[config.mk]
export PLATFORM = sky130hd
export DESIGN_NAME = i2s_slave_tx
export DESIGN_NICKNAME = d
export VERILOG_FILES = /design/src/rtl/i2s_tx_pkg.sv /design/src/rtl/i2s_tx_sync.sv /design/src/rtl/i2s_tx_buffer.sv /design/src/rtl/i2s_tx_serializer.sv /design/src/rtl/i2s_slave_tx.sv
export SDC_FILE = /design/constraint.sdc
export NUM_CORES = 1
export LEC_CHECK = 0
export BUFFER_PORTS_ARGS = -buffer_cell sky130_fd_sc_hd__buf_4
export CAP_MARGIN = 20
export CORE_MARGIN = 10
export CORE_UTILIZATION = 46
export CTS_CLUSTER_SIZE = 40
export DETAILED_ROUTE_END_ITERATION = 12
export PLACE_DENSITY = 0.66
export SETUP_SLACK_MARGIN = 0.5
export SYNTH_ARGS = -nofsm -noshare
export SYNTH_HDL_FRONTEND = slang
export SYNTH_SLANG_ARGS = --single-unit
[constraint.sdc]
create_clock -name clk -period 2.5 [get_ports clk]
set_input_delay 0.375 -clock clk [delete_from_list [all_inputs] [get_ports clk]]
set_output_delay 0.375 -clock clk [all_outputs]
set_load 0.005 [all_outputs]
[src/rtl/i2s_tx_pkg.sv]
package i2s_tx_pkg;
  typedef enum logic {
    SIDE_LEFT  = 1'b0,
    SIDE_RIGHT = 1'b1
  } side_e;
endpackage

[src/rtl/i2s_tx_sync.sv]
// Multi-bit level synchronizer with edge detection on the synchronized output.
module i2s_tx_sync #(
  parameter int           WIDTH   = 2,
  parameter int           STAGES  = 2,
  parameter logic [WIDTH-1:0] RST_VAL = '1
) (
  input  logic             clk,
  input  logic             rst_n,
  input  logic [WIDTH-1:0] din,
  output logic [WIDTH-1:0] level,
  output logic [WIDTH-1:0] rise,
  output logic [WIDTH-1:0] fall
);
  logic [WIDTH-1:0] prev;

  for (genvar g = 0; g < WIDTH; g++) begin : g_bit
    logic [STAGES-1:0] chain;
    always_ff @(posedge clk or negedge rst_n) begin
      if (!rst_n) chain <= {STAGES{RST_VAL[g]}};
      else        chain <= {chain[STAGES-2:0], din[g]};
    end
    assign level[g] = chain[STAGES-1];
  end

  always_ff @(posedge clk or negedge rst_n) begin
    if (!rst_n) prev <= RST_VAL;
    else        prev <= level;
  end

  assign rise = level & ~prev;
  assign fall = ~level & prev;
endmodule

[src/rtl/i2s_tx_buffer.sv]
// Single-entry sample holding buffer with a valid/ready write side.
module i2s_tx_buffer #(
  parameter int W = 16
) (
  input  logic         clk,
  input  logic         rst_n,
  input  logic         en,
  input  logic         wr_valid,
  input  logic [W-1:0] wr_data,
  output logic         wr_ready,
  input  logic         take,
  output logic         full,
  output logic [W-1:0] data
);
  assign wr_ready = en && !full;

  always_ff @(posedge clk or negedge rst_n) begin
    if (!rst_n) begin
      full <= 1'b0;
      data <= '0;
    end else if (!en) begin
      full <= 1'b0;
    end else if (wr_valid && wr_ready) begin
      full <= 1'b1;
      data <= wr_data;
    end else if (take) begin
      full <= 1'b0;
    end
  end
endmodule

[src/rtl/i2s_tx_serializer.sv]
// Slot tracking, shift register, bit counting and underrun detection.
module i2s_tx_serializer
  import i2s_tx_pkg::*;
#(
  parameter int W = 16
) (
  input  logic         clk,
  input  logic         rst_n,
  input  logic         en,
  input  logic         sck_rise,
  input  logic         sck_fall,
  input  logic         ws_lvl,
  input  logic         buf_full,
  input  logic [W-1:0] buf_data,
  input  logic         udr_clr,
  output logic         take,
  output logic         sd,
  output logic         active,
  output logic         last_done,
  output logic         udr,
  output side_e        side
);
  localparam int CW = $clog2(W + 1);
  localparam logic [CW-1:0] LAST = CW'(W);

  logic         ws_r;
  logic [W-1:0] shreg;
  logic [CW-1:0] cnt;
  logic         slot_start, start_ok, miss;

  assign slot_start = sck_fall && (ws_r != side);
  assign start_ok   = slot_start && en && !udr && buf_full &&
                      (active || side_e'(ws_r) == SIDE_LEFT);
  assign miss       = slot_start && en && active && !buf_full;
  assign take       = start_ok;
  assign sd         = shreg[W-1];

  always_ff @(posedge clk or negedge rst_n) begin
    if (!rst_n) begin
      ws_r <= 1'b1;
      side <= SIDE_RIGHT;
    end else begin
      if (sck_rise)   ws_r <= ws_lvl;
      if (slot_start) side <= side_e'(ws_r);
    end
  end

  always_ff @(posedge clk or negedge rst_n) begin
    if (!rst_n) begin
      active    <= 1'b0;
      shreg     <= '0;
      cnt       <= '0;
      last_done <= 1'b0;
    end else if (!en || miss) begin
      active    <= 1'b0;
      shreg     <= '0;
      cnt       <= '0;
      last_done <= 1'b0;
    end else if (start_ok) begin
      active    <= 1'b1;
      shreg     <= buf_data;
      cnt       <= CW'(1);
      last_done <= 1'b0;
    end else begin
      if (sck_fall && active) begin
        shreg <= {shreg[W-2:0], 1'b0};
        if (cnt != LAST) cnt <= cnt + CW'(1);
      end
      if (sck_rise && active && cnt == LAST) last_done <= 1'b1;
    end
  end

  always_ff @(posedge clk or negedge rst_n) begin
    if (!rst_n)       udr <= 1'b0;
    else if (miss)    udr <= 1'b1;
    else if (udr_clr) udr <= 1'b0;
  end
endmodule

[src/rtl/i2s_slave_tx.sv]
module i2s_slave_tx
  import i2s_tx_pkg::*;
#(
  parameter int SAMPLE_W    = 16,
  parameter int SYNC_STAGES = 2
) (
  input  logic                clk,
  input  logic                rst_n,
  input  logic                en,
  input  logic                txe_ie,
  input  logic                err_ie,
  input  logic                udr_clr,
  input  logic                s_valid,
  input  logic [SAMPLE_W-1:0] s_data,
  output logic                s_ready,
  input  logic                sck_i,
  input  logic                ws_i,
  output logic                sd_o,
  output logic                chside,
  output logic                txe,
  output logic                busy,
  output logic                udr,
  output logic                irq
);
  logic [1:0] lvl, rise, fall;
  logic       buf_full, take, active, last_done;
  logic [SAMPLE_W-1:0] buf_data;
  side_e      side;

  i2s_tx_sync #(.WIDTH(2), .STAGES(SYNC_STAGES), .RST_VAL(2'b11)) u_sync (
    .clk(clk), .rst_n(rst_n), .din({ws_i, sck_i}),
    .level(lvl), .rise(rise), .fall(fall)
  );

  i2s_tx_buffer #(.W(SAMPLE_W)) u_buf (
    .clk(clk), .rst_n(rst_n), .en(en),
    .wr_valid(s_valid), .wr_data(s_data), .wr_ready(s_ready),
    .take(take), .full(buf_full), .data(buf_data)
  );

  i2s_tx_serializer #(.W(SAMPLE_W)) u_ser (
    .clk(clk), .rst_n(rst_n), .en(en),
    .sck_rise(rise[0]), .sck_fall(fall[0]), .ws_lvl(lvl[1]),
    .buf_full(buf_full), .buf_data(buf_data), .udr_clr(udr_clr),
    .take(take), .sd(sd_o), .active(active), .last_done(last_done),
    .udr(udr), .side(side)
  );

  assign chside = (side == SIDE_RIGHT);
  assign txe    = !buf_full;
  assign busy   = active && !(last_done && !buf_full);
  assign irq    = (txe_ie && txe && en) || (err_ie && udr);
endmodule

==> results.py <==
metrics = {
    "timing": {
        "fmax_ghz": 0.558,
        "setup_tns_ns": 0,
        "setup_ws_ns": 0.707,
        "tightest_slew_ns": 0.651,
        "rsz0062_at_grt": "false",
        "finalCriticalPeriod_ns": 1.79,
        "maxSlewHeadroom": 0.565,
        "min_period_over_period": 0.717,
        "maxSlewViolCount": 0,
        "hold_slack_ns": 0.0895,
        "hold_viol": 0,
        "fin_skew_ns": 0.00550,
        "setup_viol": 0,
    },
    "synthesis": {
        "synth_edf_count": 0,
        "syn_inst": 193,
        "syn_area_um2": 2220,
        "synth_cell_type_count": 37,
        "ys.warnings.count": 0,
        "synth_top_cell_by_area": "dfrtp_1",
        "synth_area_per_cell_um2": 11.5,
        "synth.most_common_cell": "dfrtp_1",
        "ys_ff_latch": 48,
        "syn-num-nets": 220,
        "ys.flop_type": "dfrtp_1",
        "synth_area_leaders": "dfrtp_1 46%, mux2_2 9.1%, dfstp_2 8.3%, o211ai_1 5.1%, a31oi_1 4.5%",
        "synth_top_area_frac": 0.463,
        "yosys-top-cells-count": "41 x dfrtp_1, 18 x mux2_2, 18 x nand3_1, 16 x a31oi_1",
        "async_reset_ff_frac": 1.00,
        "yosysSeqAreaShare": 0.546,
    },
    "routing": {
        "vias": 1568,
        "viasPerCell": 5.64,
        "drtIter0Drc": 142,
        "route.detailed.drc": 0,
        "wl_per_cell_um": 16.3,
        "drtAntennaViolNets": 0,
        "wirelength_um": 4530,
        "drtPass1Iterations": 4,
    },
    "clock_network": {
        "path_clk_slew_ns": 0.09,
        "cts_buffer_depth": 2,
        "insertion_delay_ns": 0.29,
        "cts_sinks": 48,
        "cts_buffers": 5,
        "clockRootBuffer": "clkbuf_8",
        "htree_levels": 2,
        "cts_tree": "done",
    },
    "worst_setup_path": {
        "path_buf_inv": 0,
        "crit_path_cell_trace": "xnor2_1, or2_1, o21ai_1, a21oi_1",
        "critPathMaxFanout": 16,
        "crit_slowest_cell": "dfstp_2",
        "critPathTopFamily": "flip-flops",
        "slowest_delay_ns": 0.56,
        "endpoint_kind": "flop",
        "critPathLaunchType": "flop",
        "path_class": "flop to flop",
        "required_ns": 2.72,
        "arrival_ns": 2.01,
    },
    "grt": {
        "grt_max_degree": 49,
        "grt_pass1_wl_um": 7690,
        "antenna_found_initial": 0,
        "grt_overflow": 0,
        "grt_usage": 0.119,
        "grt_pass1_vias": 1569,
    },
    "place": {
        "place_ws_ns": 0.424,
        "post_dp_cell_area_um2": 2470,
        "gp_congestion": 0.791,
        "dp_hpwl_um": 3130,
        "placed_cells": 270,
        "port_buffers": 31,
    },
    "floorplanning": {
        "start_util": 0.472,
        "dieArea_um2": 7990,
        "ios": 32,
        "num_rows": 25,
        "die_w_um": 89.4,
        "core_um2": 4690,
        "die_height_um": 89.4,
    },
    "power": {
        "power.share.switching": 0.257,
        "p_int_mw": 1.24,
        "powerDensity_nw_per_um2": 649,
        "clkPwrFrac": 0.280,
        "irDropWorstVdd_mv": 0.406,
        "combPwrFrac": 0.158,
        "p_switching_mw": 0.430,
        "p_leak_nw": 1.08,
        "power_mw": 1.67,
        "p_seq_frac": 0.562,
    },
    "layout": {
        "syn_to_final_growth_pct": 16.0,
        "diodes": 0,
        "drive_above_1_share": 0.330,
        "fin_area_um2": 2570,
        "fin_util": 0.548,
        "fin_cells": 278,
        "final_nets": 250,
    },
    "flow_run": {
        "cap_violations": 0,
    },
    "worst_hold_path": {
        "hold_path.class": "primary input to async pin",
    },
    "outcome": {
        "status": "finished, final reports clean",
    },
}
==> layer usage <==
| layer | share of wire | track usage | routed length [µm] | vias to the layer above |
|---|---|---|---|---|
| met4 | 0.0020 | 0.0260 | 9 | 0 |
| li1 | - | - | - | 769 |
| met2 | 0.49 | 0.186 | 2200 | 25 |
| met3 | 0.033 | 0.0337 | 149 | 2 |
| met5 | 0 | 0 | 0 | - |
| met1 | 0.48 | 0.160 | 2160 | 772 |
==> power by group through the flow <==
| stage | registers, mW | clock network, mW | logic (mW) |
|---|---|---|---|
| floorplan | 0.936 | 0 | 0.182 |
| global placement | 0.948 | 0 | 0.261 |
| detailed placement | 0.952 | 0 | 0.266 |
| CTS | 0.938 | 0.482 | 0.266 |
| global route | 0.952 | 0.515 | 0.296 |
| finish | 0.938 | 0.467 | 0.264 |
==> cell type report <==
type                       instances  area [µm²]
clock buffer                       6        82.6
clock inverter                     2        10.0
inverter                           6        22.5
timing repair buffer              37         278
fill                             432        2120
tap                               54        67.6
sequential                        48        1210
multi-input combinational        125         900
==> flip-flops by register name, indices dropped and copies added (netlist names) <==
name / flops
u_buf.data: 16
u_ser.shreg: 16
u_ser.cnt: 5
u_sync.g_bit.chain: 4
u_buf.full: 1
u_ser.active: 1
u_ser.last_done: 1
u_ser.side: 1
u_ser.udr: 1
u_ser.ws_r: 1
u_sync.prev: 1
==> path summary, 6_finish.rpt <==
path / start / end / slack [ns] / cells past startpoint
min: rst_n / u_buf.data[0]$_DFFE_PN0P_ / 0.09 / 1
min reg2reg: u_sync.g_bit[0].chain[0]$_DFF_PN1_ / u_sync.g_bit[0].chain[1]$_DFF_PN1_ / 0.36 / 0
max reg2reg: u_ser.ws_r$_DFFE_PN1N_ / u_ser.cnt[1]$_DFFE_PN0P_ / 0.71 / 4
min in group clk: ws_i / u_sync.g_bit[1].chain[0]$_DFF_PN1_ / 0.18 / 1
max in group asynchronous: rst_n / u_ser.shreg[11]$_DFFE_PN0P_ / 2.01 / 1
max: u_ser.ws_r$_DFFE_PN1N_ / u_ser.cnt[1]$_DFFE_PN0P_ / 0.71 / 4
==> cell usage in the layout (no fill, tap or decap), types with 2 or more instances in the layout <==
cell type  Yosys  final
nand2b_1       2      2
a31oi_1       16     16
nor2_1         7      7
nand2_1        4      4
buf_4          1     37
clkbuf_8       0      6
o21ai_1        2      2
nand3_1       18     18
xnor2_1        3      3
mux2_2        18     18
dfstp_2        7      7
inv_1          6      6
dfrtp_1       41     41
o211ai_1      15     15
ha_1           2      2
nor3_1        15     15
clkinv_2       0      2
a21boi_0       2      2
nor3b_1        2      2
nor2b_1        2      2
xor2_1         2      2
==> what timing repair did <==
action | CTS | global route
setup endpoints to repair | 7 | 10
hold buffers | 0 | 0
buffers inserted | 0 | 0
pin swaps | 0 | 0
gates resized for setup | 1 | 2
==> cells by family after synthesis <==
| group | count (synthesis) | synth area share |
|---|---|---|
| mux | 18 | 0.0915 |
| buf+inv | 20 | 0.0519 |
| flops | 48 | 0.546 |
| xor+xnor | 5 | 0.0198 |
| simple gates | 58 | 0.147 |
| fa+ha+maj | 2 | 0.0113 |
| compound gates | 42 | 0.133 |
No activity file was read; power rests on OpenSTA's default activity.
